[src/rtl/codec_reg_pkg.sv]
// Package: shared constants and per-register attribute functions for the
// indexed codec register file. Assumes at most 32 indirect indices.
package codec_reg_pkg;

    localparam int IDX_W    = 5;
    localparam int BASE_CNT = 16;

    // Reset value of each indirect register (unlisted indices reset to 0).
    function automatic logic [7:0] reg_default(input int i);
        case (i)
            0, 1, 2, 3, 4, 5, 9: reg_default = 8'h08;
            10:                  reg_default = 8'h02;
            12:                  reg_default = 8'hCA;
            default:             reg_default = 8'h00;
        endcase
    endfunction

    // Bits the host may change in each register.
    function automatic logic [7:0] reg_wmask(input int i);
        case (i)
            0, 1:    reg_wmask = 8'hEF;
            12:      reg_wmask = 8'h70;
            default: reg_wmask = 8'hFF;
        endcase
    endfunction

    // Hardwired bits seen on read (identification and revision).
    function automatic logic [7:0] reg_fixed(input int i, input logic [3:0] rev);
        if (i == 12) reg_fixed = {4'h8, rev};
        else         reg_fixed = 8'h00;
    endfunction

endpackage

[src/rtl/idx_port.sv]
// Index port: holds the selected register number and the mode-change-enable
// flag. Assumes one write strobe per access; busy overrides the read value.
module idx_port
    import codec_reg_pkg::*;
(
    input  logic             clk,
    input  logic             rst_n,
    input  logic             wr_en,
    input  logic [7:0]       wdata,
    input  logic             busy,
    output logic [7:0]       rd_val,
    output logic [IDX_W-1:0] idx,
    output logic             mce
);
    logic [7:0] idx_q;

    // Capture the register number and flag, dropping bits 7 and 5.
    always_ff @(posedge clk) begin
        if (!rst_n)     idx_q <= 8'h00;
        else if (wr_en) idx_q <= wdata & 8'h5F;
    end

    // Busy readback takes precedence over the stored value.
    always_comb begin
        rd_val = busy ? 8'h80 : idx_q;
    end

    assign idx = idx_q[IDX_W-1:0];
    assign mce = idx_q[6];

    // a port write lands in the flag on the next cycle
    a_r2_mce_capture: assert property (@(posedge clk) disable iff (!rst_n)
        wr_en |=> (mce == $past(wdata[6])) && (idx == $past(wdata[4:0])));

endmodule

[src/rtl/stat_port.sv]
// Status port: one interrupt flag, set by sequencer events and cleared by any
// host write. Assumes set and clear may coincide; set then wins.
module stat_port (
    input  logic clk,
    input  logic rst_n,
    input  logic set,
    input  logic clr,
    output logic flag
);
    // Keep the flag; a new event outranks a host clear.
    always_ff @(posedge clk) begin
        if (!rst_n)   flag <= 1'b0;
        else if (set) flag <= 1'b1;
        else if (clr) flag <= 1'b0;
    end

    // an event always leaves the flag set
    a_r10_set: assert property (@(posedge clk) disable iff (!rst_n)
        set |=> flag);
    // a lone clear always leaves the flag low
    a_r10_clear: assert property (@(posedge clk) disable iff (!rst_n)
        (clr && !set) |=> !flag);

endmodule

[src/rtl/ireg_bank.sv]
// Indirect register bank: 16 base registers plus EXT_COUNT extended ones.
// In legacy mode the upper index bit is ignored (aliasing); in extended mode
// indices past the bank are unmapped. Read-only bits come from the package.
module ireg_bank
    import codec_reg_pkg::*;
#(
    parameter int         EXT_COUNT = 12,
    parameter logic [3:0] REV_CODE  = 4'hA
) (
    input  logic             clk,
    input  logic             rst_n,
    input  logic             wr_en,
    input  logic [IDX_W-1:0] idx,
    input  logic [7:0]       wdata,
    output logic [7:0]       rd_val,
    output logic             mode2,
    output logic [7:0]       cfg
);
    localparam int NREG = BASE_CNT + EXT_COUNT;

    logic [7:0]       store [NREG];
    logic [IDX_W-1:0] eff;
    logic             hit;

    // Fold the index in legacy mode and decide whether it is mapped.
    always_comb begin
        eff = mode2 ? idx : {1'b0, idx[IDX_W-2:0]};
        hit = (int'(eff) < NREG);
    end

    // One storage byte per register; only writable bits are kept.
    for (genvar g = 0; g < NREG; g++) begin : g_reg
        always_ff @(posedge clk) begin
            if (!rst_n)
                store[g] <= reg_default(g) & reg_wmask(g);
            else if (wr_en && hit && (int'(eff) == g))
                store[g] <= wdata & reg_wmask(g);
        end
    end

    // Merge stored and hardwired bits; unmapped indices read zero.
    always_comb begin
        if (hit) rd_val = (store[eff] & reg_wmask(int'(eff))) | reg_fixed(int'(eff), REV_CODE);
        else     rd_val = 8'h00;
    end

    assign mode2 = store[12][6];
    assign cfg   = store[9];

    // volume registers never store bit 4
    a_r8_bit4_clear: assert property (@(posedge clk) disable iff (!rst_n)
        (store[0][4] == 1'b0) && (store[1][4] == 1'b0));

endmodule

[src/rtl/codec_regfile.sv]
// Top: decodes the four host ports onto the index port, indirect bank and
// status flag, and exports the flag, mode-change-enable and register 9.
// Assumes reads are combinational and strobes last one cycle.
module codec_regfile
    import codec_reg_pkg::*;
#(
    parameter int         EXT_COUNT = 12,
    parameter logic [3:0] REV_CODE  = 4'hA
) (
    input  logic       clk,
    input  logic       rst_n,
    input  logic [1:0] bus_addr,
    input  logic [7:0] bus_wdata,
    input  logic       bus_wr,
    input  logic       bus_rd,
    output logic [7:0] bus_rdata,
    input  logic       busy_in,
    input  logic       irq_set,
    output logic       irq_flag,
    output logic       mce_out,
    output logic [7:0] iface_cfg
);
    localparam logic [1:0] P_IDX  = 2'd0;
    localparam logic [1:0] P_DATA = 2'd1;
    localparam logic [1:0] P_STAT = 2'd2;

    logic [7:0]       idx_rd, bank_rd;
    logic [IDX_W-1:0] idx;
    logic             mode2;
    logic             wr_idx, wr_data, wr_stat;

    // Route the write strobe to the addressed port.
    always_comb begin
        wr_idx  = bus_wr && (bus_addr == P_IDX);
        wr_data = bus_wr && (bus_addr == P_DATA);
        wr_stat = bus_wr && (bus_addr == P_STAT);
    end

    idx_port u_idx (
        .clk(clk), .rst_n(rst_n), .wr_en(wr_idx), .wdata(bus_wdata),
        .busy(busy_in), .rd_val(idx_rd), .idx(idx), .mce(mce_out)
    );

    ireg_bank #(.EXT_COUNT(EXT_COUNT), .REV_CODE(REV_CODE)) u_bank (
        .clk(clk), .rst_n(rst_n), .wr_en(wr_data), .idx(idx),
        .wdata(bus_wdata), .rd_val(bank_rd), .mode2(mode2), .cfg(iface_cfg)
    );

    stat_port u_stat (
        .clk(clk), .rst_n(rst_n), .set(irq_set), .clr(wr_stat), .flag(irq_flag)
    );

    // Select the read source; port 3 and idle cycles return zero.
    always_comb begin
        bus_rdata = 8'h00;
        if (bus_rd) begin
            case (bus_addr)
                P_IDX:   bus_rdata = idx_rd;
                P_DATA:  bus_rdata = bank_rd;
                P_STAT:  bus_rdata = {7'b0, irq_flag};
                default: bus_rdata = 8'h00;
            endcase
        end
    end

    // busy readback is exactly 0x80
    a_r3_busy_read: assert property (@(posedge clk) disable iff (!rst_n)
        (bus_rd && bus_addr == P_IDX && busy_in) |-> (bus_rdata == 8'h80));

    // identification bits of register 12 always visible
    a_r7_ident: assert property (@(posedge clk) disable iff (!rst_n)
        (bus_rd && bus_addr == P_DATA && idx[3:0] == 4'd12 && (!mode2 || !idx[4]))
        |-> (bus_rdata[7] && bus_rdata[3:0] == REV_CODE));

    // a data write to register 9 reaches the exported configuration
    a_r4_cfg_follow: assert property (@(posedge clk) disable iff (!rst_n)
        (wr_data && idx[3:0] == 4'd9 && (!mode2 || !idx[4]))
        |=> (iface_cfg == $past(bus_wdata)));

    // polled port reads zero
    a_r11_polled: assert property (@(posedge clk) disable iff (!rst_n)
        (bus_rd && bus_addr == 2'd3) |-> (bus_rdata == 8'h00));

endmodule

[config.mk]
export PLATFORM = sky130hd
export DESIGN_NAME = codec_regfile
export DESIGN_NICKNAME = d
export VERILOG_FILES = /design/src/rtl/codec_reg_pkg.sv /design/src/rtl/idx_port.sv /design/src/rtl/stat_port.sv /design/src/rtl/ireg_bank.sv /design/src/rtl/codec_regfile.sv
export SDC_FILE = /design/constraint.sdc
export NUM_CORES = 1
export LEC_CHECK = 0
export ABC_AREA = 1
export BUFFER_PORTS_ARGS = -buffer_cell sky130_fd_sc_hd__buf_4
export CAP_MARGIN = 20
export CORE_MARGIN = 5
export CORE_UTILIZATION = 45
export CTS_CLUSTER_SIZE = 25
export DETAILED_ROUTE_END_ITERATION = 10
export GPL_TIMING_DRIVEN = 0
export SYNTH_ARGS = -nofsm -noshare
export SYNTH_HDL_FRONTEND = slang
export SYNTH_SLANG_ARGS = --single-unit
[constraint.sdc]
create_clock -name clk -period 2.6 [get_ports clk]
set_input_delay 0.13 -clock clk [delete_from_list [all_inputs] [get_ports clk]]
set_output_delay 0.13 -clock clk [all_outputs]
set_load 0.01 [all_outputs]
=== Yosys cells after proc, flatten, opt, wreduce, memory -nomap -nowiden ===
Memories as Yosys holds them, arrays and structs flattened.
Index checks and enable logic that the tools add are counted.

* Output and inout port bits: 18
* RAM bits: 224
* Flip-flop bits (word level): 7
* Memories: 1

* Bitwise logic cells: 30
* Reduce and logical (&&, ||, !) cells: 37
* Equality and inequality tests: 31
* Multiplexer cells: 124
* Order comparisons: 1

{| class="wikitable"
|+ Memories
! memory !! depth !! bits a word !! read ports !! clocked after Yosys merged registers in !! write ports !! RTL line !! source
|-
| u_bank.store || 28 || 8 || 3 || 0 || 28 || ireg_bank.sv:21 || <nowiki>logic [7:0] store [NREG];</nowiki>
|}

{| class="wikitable"
|+ Operators by type and width
! kind !! count
|-
| $mux W8 || 34
|-
| $mux W1 || 87
|-
| $eq A5 B5 Y1 const B || 16
|-
| $eq A5 B4 Y1 const B || 9
|-
| $logic_and A1 B1 Y1 || 32
|-
| $or A1 B1 Y1 || 28
|-
| $pmux W8 S3 || 1
|-
| $pmux W8 S2 || 1
|-
| $eq A5 B3 Y1 const B || 2
|-
| $logic_not A5 Y1 || 2
|-
| $and A8 B8 Y8 || 1
|-
| $or A8 B8 Y8 || 1
|-
| $eq A5 B1 Y1 const B || 1
|-
| $eq A5 B2 Y1 const B || 1
|-
| $lt A5 B5 Y1 const B || 1
|-
| $mux W5 || 1
|-
| $eq A2 B1 Y1 const B || 1
|-
| $eq A2 B2 Y1 const B || 1
|-
| $logic_not A2 Y1 || 1
|-
| $reduce_bool A2 Y1 || 1
|-
| $reduce_or A2 Y1 || 1
|}

=== Longest topological paths before layout ===
Gate-level depths: netlist (run 1).
An unclocked memory read counts as a cell.

* Word-level depth: 11
* Gate-level depth with buffers: 13
* Mapped depth without buffers: 11

=== Cells and area by module ===
A second synthesis (run 1) with hierarchy kept.

* Cells, all modules: 1213
* Area, all modules: 10866.7 um2

{| class="wikitable"
|+ Modules (own cells, without submodules)
! module !! cells an instance !! area an instance (um2) !! instances !! sequential area each (um2)
|-
| ireg_bank || 1119 || 10346.2 || 1 || 6516.2
|-
| idx_port || 52 || 320.3 || 1 || 120.1
|-
| codec_regfile || 36 || 156.4 || 1 || 0.0
|-
| stat_port || 6 || 43.8 || 1 || 20.0
|}

=== Worst setup path after synthesis (run 1) ===
OpenSTA, ideal clock, no wires.

* Kind: register to register
* Start point: mem u_bank.store[12][6]
* End point: mem u_bank.store[19][0] (enable)
* Cell stages (with the launch flop): 9
* Setup slack: 0.416 ns
* Data required time: 2.216 ns
* Arrival time: 1.800 ns
* Buffers on the path: 1
* Period minus slack after synthesis: 2.184 ns
* Path through: edfxtp_1 nand2_1 o21ai_2 nor2_4 inv_2 nor2_4 inv_1 buf_2 o21ai_0

{| class="wikitable"
|+ RTL lines
! element !! RTL line
|-
| start: declaration || ireg_bank.sv:21
|}

=== Final worst setup path (run 1) ===
* Start point: reg u_idx.idx_q[1]
* End point: out bus_rdata[2]

* Longest elaborated chain between the ends: 10
* Elaborated cells on any way between the ends: 14
* Those cells by class: 1 x order compare; 2 x eq/ne; 6 x mux; 2 x bitwise; 2 x reduce/logical; 1 x memory

{| class="wikitable"
|+ Ends and longest elaborated chain
! element !! RTL line !! source
|-
| start: declaration || idx_port.sv:15 || <nowiki>logic [7:0] idx_q;</nowiki>
|-
| start signal: assignment || idx_port.sv:20 || <nowiki>else if (wr_en) idx_q <= wdata & 8'h5F;</nowiki>
|-
| $mux W5 (*) || ireg_bank.sv:27 || <nowiki>eff = mode2 ? idx : {1'b0, idx[IDX_W-2:0]};</nowiki>
|-
| $eq A5 B1 Y1 / $logic_not A5 Y1 (equally long branches) || codec_reg_pkg.sv:20 || <nowiki>case (i)</nowiki>
|-
| $reduce_or A2 Y1 || codec_reg_pkg.sv:20 ||
|-
| $pmux W8 S2 || codec_reg_pkg.sv:20 ||
|-
| $mux W8 || ireg_bank.sv:43 || <nowiki>if (hit) rd_val = (store[eff] & reg_wmask(int'(eff))) | reg_fixed(int'(eff), REV_CODE);</nowiki>
|-
| $and A8 B8 Y8 || ireg_bank.sv:43 ||
|-
| $or A8 B8 Y8 || ireg_bank.sv:43 ||
|-
| $mux W8 (*) || ireg_bank.sv:43 ||
|-
| $pmux W8 S3 (*) || codec_regfile.sv:57 || <nowiki>case (bus_addr)</nowiki>
|-
| $mux W8 (*) || codec_regfile.sv:56 || <nowiki>if (bus_rd) begin</nowiki>
|-
| end: declaration || codec_regfile.sv:16 || <nowiki>output logic [7:0] bus_rdata,</nowiki>
|}

Every way passes the cells marked *; elsewhere a longest branch is shown, timed or not. The select of a mux whose other input is x is not followed.

==> results.sh, run 1 <==
export IMPL_wl_per_cell_um=23.0
export IMPL_netlist_area_um2=10600
export IMPL_detail_route_vias_per_cell=5.54
export IMPL_synthTopCellsByCount="340 x nand2_1, 217 x edfxtp_1, 208 x nor2_1"
export IMPL_gp_congestion=0.970
export IMPL_antennaDiodeCount=0
export IMPL_grt_pass1_vias=7870
export IMPL_status="complete, but fails checks"
export IMPL_grt_util_all_layers_pct=25.9
export IMPL_yosys_top_cells_area="edfxtp_1 61%, nand2_1 12%, nor2_1 7.4%"
export IMPL_clock_path_buffers=3
export IMPL_synth_top_area_cell="edfxtp_1"
export IMPL_postSynthCellCount=1086
export IMPL_setup_slack_ns=-0.0513
export IMPL_die_width_um=163
export IMPL_synth_seq_cells=224
export IMPL_setup_viol=2
export IMPL_grt_max_degree=14
export IMPL_synth_fp_nets=1102
export IMPL_cts_tree="done"
export IMPL_final_antenna_net_count=0
export IMPL_synth_most_common_cell="nand2_1"
export IMPL_fmax_ghz=0.377
export IMPL_htreeDepth=1
export IMPL_die_y_um=163
export IMPL_syn_avg_cell_area_um2=9.76
export IMPL_cts_sinks=224
export IMPL_finalCritPeriodShare_pct=102
export IMPL_clock_latency_ns=0.52
export IMPL_critical_path_required_ns=2.47
export IMPL_numCtsBuffers=24
export IMPL_synth_edf_count=217
export IMPL_clk_pin_slew_ns=0.06
export IMPL_slew_viol_final=0
export IMPL_critical_path_class="reg2out"
export IMPL_cp_end_kind="output pin"
export IMPL_min_path_type="in2reg"
export IMPL_tightest_slew_ns=0.884
export IMPL_ys_async_sr_fraction_pct=0
export IMPL_core_area_um2=23300
export IMPL_port_buffers=32
export IMPL_hold_viol_final=0
export IMPL_layout_drive_gt1_share_pct=20.5
export IMPL_place_hpwl_um=23800
export IMPL_vias=8424
export IMPL_placementRows=56
export IMPL_wl_um=34900
export IMPL_ys_flop_type="edfxtp_1"
export IMPL_drcViolationCount=0
export IMPL_die_area_um2=26700
export IMPL_antenna_found_initial=0
export IMPL_start_util_pct=45.4
export IMPL_yosysWarnings=0
export IMPL_rrSetupSlack_ns=0.09
export IMPL_clock_skew_ns=0.0140
export IMPL_ir_drop_v=0.000306
export IMPL_finalCriticalPeriod_ns=2.65
export IMPL_powerDensity_nw_per_um2=648
export IMPL_post_route_util_pct=53.8
export IMPL_drv_cap=0
export IMPL_yosysUniqueCellTypes=30
export IMPL_cp_max_fo=10
export IMPL_synth_top_cell_area_share_pct=61.5
export IMPL_max_slew_margin_pct=41.0
export IMPL_grt_pass1_wl_um=50300
export IMPL_drt_first_iter_violations=967
export IMPL_rsz0062_at_grt="yes"
export IMPL_area_delta_synth_final_pct=18.5
export IMPL_violations="negative setup slack"
export IMPL_cts_root_buf="clkbuf_16"
export IMPL_io_pins=34
export IMPL_first_pass_iters=5
export IMPL_yosysSeqAreaShare_pct=62.8
export IMPL_place_inst=1455
export IMPL_critPathArrivalTime_ns=2.52
export IMPL_leakage_uw=0.00493
export IMPL_gr_total_overflow=0
export IMPL_final_cells=1520
export IMPL_nets=1202
export IMPL_crit_path_start_kind="flip-flop"
## routing by layer
metal	part of all wire, %	global-route usage (%)	wire, um
met1	41	36.2	14300
met2	45	39.9	15700
met3	10	5.55	3550
met4	4.2	9.91	1450
met5	0	0	0
## repair_timing
action | in CTS | in global routing
hold buffers | 6 | 0
pin swaps | 2 | 8
gates cloned | 2 | 1
gates resized for setup | 53 | 51
setup endpoints to repair | 50 | 64
hold endpoints to repair | 5 | 0
setup buffers | 3 | 14
## final cells by class
class / instances / area (um^2)
multi-input combinational: 749 / 3540
tap: 319 / 399
fill: 2118 / 10800
timing repair buffer: 75 / 581
clock buffer: 35 / 693
sequential: 224 / 6660
buffer: 59 / 450
inverter: 53 / 208
clock inverter: 6 / 28.8
## path summary, 6_finish.rpt
check	from	to	depth (start not counted)
max	u_idx.idx_q[1]	bus_rdata[2]	11
min	bus_wdata[5]	u_bank.store[21][5]	3
max reg2reg	u_bank.store[12][6]	u_bank.store[7][2]	7
min reg2reg	u_idx.idx_q[4]	u_idx.idx_q[4]	2
## worst max-delay path: stages, from the launching register on
cell and delay [ns]:
dfxtp_2 0.32, buf_6 0.14, buf_6 0.12, nor2_4 0.20, buf_4 0.28, a22oi_1 0.12, nand2_1 0.17, nand2_1 0.07
nand4_1 0.16, nand2_1 0.10, a21oi_2 0.18, buf_4 0.15
## kinds of logic after synthesis
| family | share of synthesized area, % |
|---|---|
| AO/OA/AOI/OAI | 5.09 |
| buffers and inverters | 4.76 |
| AND/OR/NAND/NOR | 27.4 |
| flip-flops | 62.8 |
## report_power, final
group / leakage (uW) / switching [uW] / internal, uW
clock: 0.000359 / 1360 / 1830
combinational: 0.00230 / 590 / 238
sequential: 0.00227 / 42.4 / 4070
## per-stage QoR
step	instance area (um^2)	total power [uW]	hold slack, ns	worst slack, ns	TNS, ns
after floorplan	10600	4570	0.247	0.416	0
after global placement	11200	4880	0.338	-0.609	-59.44
after detailed placement	11400	4900	0.342	-0.173	-4.19
after CTS	12300	8100	0.00161	-0.0181	-0.0185
after global routing	12600	8370	0.0223	-0.139	-0.282
final	12600	8130	0.0218	-0.0513	-0.0897
## registers in the layout, summed over array words and instances, names as in the netlist
register      count
u_idx.idx_q       6
u_stat.flag       1
u_bank.store    217
## cells in the final DEF, fill, tap and decap left out, types with 4 or more instances in the layout
| cell | instances |
|---|---|
| nand2_1 | 337 |
| edfxtp_1 | 217 |
| nor2_1 | 206 |
| buf_4 | 62 |
| clkbuf_1 | 31 |
| nand3_1 | 31 |
| inv_2 | 30 |
| a22oi_1 | 27 |
| clkbuf_16 | 26 |
| nand4_1 | 23 |
| a21oi_1 | 19 |
| inv_1 | 18 |
| o21ai_1 | 18 |
| nor2_2 | 16 |
| buf_2 | 15 |
| nor2_4 | 13 |
| buf_6 | 12 |
| o21ai_0 | 11 |
| nand3_4 | 10 |
| nor3_2 | 9 |
| o21ai_2 | 8 |
| a21oi_2 | 6 |
| dlygate4sd3_1 | 6 |
| nand2_2 | 5 |
| buf_12 | 5 |
| clkinv_2 | 5 |
| clkbuf_2 | 4 |
| clkinv_1 | 4 |
| nand3_2 | 4 |
| dfxtp_1 | 4 |
No activity file was read; power rests on OpenSTA's default activity.
==> inputs of run 2 (changes only) <==
==> constraint.sdc (replaced) <==
create_clock -name clk -period 2.89 [get_ports clk]
set_input_delay 0.1445 -clock clk [delete_from_list [all_inputs] [get_ports clk]]
set_output_delay 0.1445 -clock clk [all_outputs]
set_load 0.01 [all_outputs]
==> results.sh, run 2 (same netlist as run 1, synthesis figures left out) <==
export IMPL_drcViolationCount=0
export IMPL_rr_startpoint="u_bank.store[12][6]"
export IMPL_reg2reg_to="u_bank.store[1][2]"
export IMPL_power_uw=7240
export IMPL_wl_um=34000
export IMPL_clockPowerShare_pct=39.7
export IMPL_slew_viol_final=0
export IMPL_mostFrequentLayoutCell="nand2_1"
export IMPL_grt_util_all_layers_pct=25.6
export IMPL_core_area_um2=23300
export IMPL_ff2ff_path_depth=5
export IMPL_vias=8358
export IMPL_fmax_ghz=0.353
export IMPL_grt_max_degree=14
export IMPL_swShare_pct=24.4
export IMPL_cts_setup_buffers=0
export IMPL_clock_path_buffers=3
export IMPL_clk_pin_slew_ns=0.06
export IMPL_cts_sinks=224
export IMPL_crit_path_start_kind="flip-flop"
export IMPL_nets=1185
export IMPL_detail_route_vias_per_cell=5.56
export IMPL_die_area_um2=26700
export IMPL_clock_latency_ns=0.52
export IMPL_rrSetupSlack_ns=0.14
export IMPL_die_y_um=163
export IMPL_powerDensity_nw_per_um2=595
export IMPL_cts_tree="done"
export IMPL_layout_drive_gt1_share_pct=17.1
export IMPL_top_register="u_bank.store"
export IMPL_final_antenna_net_count=0
export IMPL_critPathArrivalTime_ns=2.69
export IMPL_ir_drop_v=0.000275
export IMPL_cp_end_kind="output pin"
export IMPL_layout_common_cells="340 x nand2_1, 217 x edfxtp_1, 208 x nor2_1"
export IMPL_rsz0062_at_grt="yes"
export IMPL_htreeDepth=1
export IMPL_min_path_type="in2reg"
export IMPL_preCtsSetupSlack_ns=0.117
export IMPL_clock_skew_ns=0.0155
export IMPL_gr_total_overflow=0
export IMPL_critical_path_class="reg2out"
export IMPL_first_pass_iters=5
export IMPL_intPower_uw=5480
export IMPL_grt_pass1_vias=7852
export IMPL_antennaDiodeCount=0
export IMPL_leakage_uw=0.00478
export IMPL_cts_root_buf="clkbuf_16"
export IMPL_setup_viol=0
export IMPL_antenna_found_initial=0
export IMPL_area_delta_synth_final_pct=14.8
export IMPL_largest_reg_flops=217
export IMPL_hold_viol_final=0
export IMPL_gp_congestion=0.970
export IMPL_port_buffers=32
export IMPL_numCtsBuffers=24
export IMPL_seq_power_share_pct=51.1
export IMPL_hold_depth=3
export IMPL_start_util_pct=45.4
export IMPL_finalCritPeriodShare_pct=98.0
export IMPL_grt_pass1_wl_um=49800
export IMPL_max_slew_margin_pct=33.3
export IMPL_drt_first_iter_violations=947
export IMPL_io_pins=34
export IMPL_hold_end="u_idx.idx_q[1]"
export IMPL_largestRegisters="u_bank.store (217), u_idx.idx_q (6), u_stat.flag (1)"
export IMPL_drv_cap=0
export IMPL_tightest_slew_ns=0.990
export IMPL_p_switching_uw=1760
export IMPL_wl_per_cell_um=22.6
export IMPL_critical_path_required_ns=2.75
export IMPL_placementRows=56
export IMPL_status="finished clean"
export IMPL_hold_path_startpoint="bus_wdata[1]"
export IMPL_place_hpwl_um=23800
export IMPL_finalCriticalPeriod_ns=2.83
export IMPL_comb_power_share_pct=9.2
export IMPL_setup_slack_ns=0.0570
export IMPL_die_width_um=163
export IMPL_cp_max_fo=10
export IMPL_n_fill_cell=2159
run 2: critical path, stage by stage (launching register included):
cell and delay [ns]:
dfxtp_1 0.30, buf_4 0.18, nor2_4 0.33, clkbuf_4 0.36, a22oi_1 0.15, nand2_1 0.18
nand2_1 0.07, nand4_1 0.17, nand2_1 0.08, a21oi_1 0.20, buf_4 0.16
run 2: power groups by stage:
stage          sequential (uW)  combinational (uW)  clock [uW]
2_1_floorplan             3760                 356           0
3_3_place_gp              3770                 621           0
3_5_place_dp              3770                 640           0
4_1_cts                   3700                 649        2910
5_1_grt                   3710                 711        3040
6_report                  3700                 668        2870
run 2: stage by stage:
step / instance area, um^2 / hold slack [ns] / setup TNS, ns / utilization (%) / cells
after global placement: 11200 / 0.352 / -13.28 / 48.2 / 1437
after CTS: 12100 / 0.000552 / 0 / 52.0 / 1501
after floorplan: 10600 / 0.262 / 0 / - / 1086
after global routing: 12200 / 0.0275 / -0.0116 / 52.2 / 1503
after detailed placement: 11400 / 0.356 / 0 / 48.7 / 1455
final: 12200 / 0.0175 / 0 / 52.2 / 1503
run 2: layout make-up:
type / count / area [um^2] / share of cell area, %
repair buffers: 57 / 415 / 3.41
well taps: 319 / 399 / 3.28
multi-input cells: 749 / 3440 / 28.3
flip-flops and latches: 224 / 6660 / 54.7
inverters: 53 / 201 / 1.65
plain buffers: 60 / 335 / 2.75
clock inverters: 6 / 28.8 / 0.236
clock buffers: 35 / 693 / 5.69
run 2: routing by layer:
metal / up-vias / part of all wire [%] / global-route usage [%]
met5: - / 0 / 0
met4: 0 / 3.6 / 9.57
met3: 82 / 11 / 5.96
met2: 468 / 45 / 39.4
met1: 4014 / 40 / 35.6
li1: 3794 / - / -
run 2: worst max path at each step:
stage                             start                   to  slack [ns]  cells after the start
finish                   u_idx.idx_q[1]         bus_rdata[2]        0.06                     10
global route             u_idx.idx_q[1]         bus_rdata[0]       -0.01                     13
CTS                      u_idx.idx_q[0]         bus_rdata[2]        0.03                     10
detailed placement  u_bank.store[12][6]   u_bank.store[4][0]        0.12                      5
global placement    u_bank.store[12][6]  u_bank.store[11][4]       -0.32                      5
floorplan           u_bank.store[12][6]  u_bank.store[19][0]        0.71                      8
run 2: repair_timing:
item	in CTS	in global routing
setup endpoints to repair	2	12
hold buffers	5	0
gates resized for setup	1	21
pin swaps	0	1
endpoints found under the hold margin	4	0
==> inputs of run 3 (changes only) <==
==> constraint.sdc (replaced) <==
create_clock -name clk -period 3.07 [get_ports clk]
set_input_delay 0.1535 -clock clk [delete_from_list [all_inputs] [get_ports clk]]
set_output_delay 0.1535 -clock clk [all_outputs]
set_load 0.01 [all_outputs]
==> results.sh, run 3 (same netlist as run 1, synthesis figures left out) <==
export IMPL_wl_um=33900
export IMPL_fmax_ghz=0.339
export IMPL_io_pins=34
export IMPL_largest_reg_flops=217
export IMPL_cts_sinks=224
export IMPL_comb_power_share_pct=9.1
export IMPL_antennaDiodeCount=0
export IMPL_mostFrequentLayoutCell="nand2_1"
export IMPL_gp_congestion=0.970
export IMPL_power_uw=6800
export IMPL_clockPowerShare_pct=39.7
export IMPL_cp_buffers_inverters=3
export IMPL_placementRows=56
export IMPL_detail_route_vias_per_cell=5.49
export IMPL_cts_setup_buffers=0
export IMPL_grt_util_all_layers_pct=25.6
export IMPL_intPower_uw=5150
export IMPL_seq_power_share_pct=51.2
export IMPL_critPathArrivalTime_ns=2.80
export IMPL_port_buffers=32
export IMPL_post_route_util_pct=52.0
export IMPL_die_area_um2=26700
export IMPL_layout_drive_gt1_share_pct=17.0
export IMPL_max_slew_margin_pct=32.7
export IMPL_setup_viol=0
export IMPL_clk_pin_slew_ns=0.06
export IMPL_finalCritPeriodShare_pct=96.2
export IMPL_critical_path_class="reg2out"
export IMPL_nets=1185
export IMPL_n_fill_cell=2158
export IMPL_leakage_uw=0.00476
export IMPL_drt_first_iter_violations=891
export IMPL_crit_path_start_kind="flip-flop"
export IMPL_p_switching_uw=1650
export IMPL_ir_drop_v=0.000259
export IMPL_antenna_found_initial=0
export IMPL_drcViolationCount=0
export IMPL_path_cells="buf_4 -> nor2_4 -> buf_2 -> nand2_1 -> nand2_1 -> o21ai_0 -> nand4_1 -> nand2_1 -> a21oi_1 -> buf_4"
export IMPL_cp_end_kind="output pin"
export IMPL_tightest_slew_ns=0.998
export IMPL_slew_viol_final=0
export IMPL_largestRegisters="u_bank.store (217), u_idx.idx_q (6), u_stat.flag (1)"
export IMPL_gr_total_overflow=0
export IMPL_grt_pass1_vias=7847
export IMPL_numCtsBuffers=24
export IMPL_start_util_pct=45.4
export IMPL_cpPeakStageDelay_ns=0.41
export IMPL_status="finished clean"
export IMPL_htreeDepth=1
export IMPL_clock_skew_ns=0.0171
export IMPL_vias=8258
export IMPL_area_delta_synth_final_pct=14.5
export IMPL_rsz0062_at_grt="no"
export IMPL_wl_per_cell_um=22.6
export IMPL_first_pass_iters=6
export IMPL_hold_viol_final=0
export IMPL_clock_path_buffers=3
export IMPL_drv_cap=0
export IMPL_final_antenna_net_count=0
export IMPL_layout_common_cells="340 x nand2_1, 217 x edfxtp_1, 208 x nor2_1"
export IMPL_cts_root_buf="clkbuf_16"
export IMPL_core_area_um2=23300
export IMPL_critPathSlowestCell="buf_2"
export IMPL_cts_tree="done"
export IMPL_grt_max_degree=14
export IMPL_top_register="u_bank.store"
export IMPL_cp_max_fo=10
export IMPL_place_hpwl_um=23800
export IMPL_swShare_pct=24.3
export IMPL_multiInputGateArea_um2=3440
export IMPL_crit_top_cell="nand2_1"
export IMPL_powerDensity_nw_per_um2=560
export IMPL_clock_latency_ns=0.53
export IMPL_die_y_um=163
export IMPL_finalCriticalPeriod_ns=2.95
export IMPL_critical_path_required_ns=2.92
export IMPL_critical_path_top_delay_family="simple AND/OR/NAND/NOR gates"
export IMPL_min_path_type="in2reg"
export IMPL_regArea_um2=6660
export IMPL_die_width_um=163
export IMPL_grt_pass1_wl_um=49800
==> run 3: power groups by stage <==
stage	registers (uW)	clock network (uW)	logic, uW
after CTS	3480	2730	611
after global routing	3490	2860	663
after floorplan	3540	0	335
after global placement	3550	0	584
final	3480	2700	620
after detailed placement	3540	0	603
==> run 3: repair_timing <==
| item | CTS | global route |
|---|---|---|
| hold endpoints to repair | 4 | 0 |
| setup endpoints to repair | 0 | 2 |
| hold buffers | 5 | 0 |
| resized for setup | 0 | 2 |
==> run 3: tightest hold or removal path: stages <==
cell and delay, ns:
buf_4 0.08, inv_2 0.10, a21oi_1 0.16
==> run 3: cell type report <==
class / count / share of cell area [%]
tap: 319 / 3.29
buffer: 60 / 2.50
clock buffer: 35 / 5.71
inverter: 53 / 1.66
sequential: 224 / 54.8
clock inverter: 6 / 0.237
multi-input combinational: 749 / 28.3
timing repair buffer: 57 / 3.42
==> run 3: metal layers <==
layer | global-route usage [%] | vias to the layer above | part of all wire (%)
li1 | - | 3791 | -
met1 | 35.6 | 3962 | 41
met2 | 39.4 | 425 | 45
met3 | 5.96 | 80 | 10
met4 | 9.53 | 0 | 3.8
met5 | 0 | - | 0
==> run 3: path summary, 6_finish.rpt <==
path	from	to	slack, ns	cells past startpoint
max	u_idx.idx_q[0]	bus_rdata[0]	0.12	10
min	bus_wdata[1]	u_idx.idx_q[1]	0.03	3
max reg2reg	u_bank.store[12][6]	u_bank.store[26][4]	0.34	9
min reg2reg	u_idx.idx_q[4]	u_idx.idx_q[4]	0.58	2
==> run 3: stage by stage <==
stage	hold slack (ns)	instances	setup slack, ns	cell area [um^2]	setup TNS (ns)
4_1_cts	0.00955	1501	0.124	12100	0
3_5_place_dp	0.365	1455	0.297	11400	0
2_1_floorplan	0.271	1086	0.886	10600	0
5_1_grt	0.0365	1503	0.0162	12100	0
6_report	0.0254	1503	0.116	12100	0
3_3_place_gp	0.361	1437	-0.139	11200	-2.60
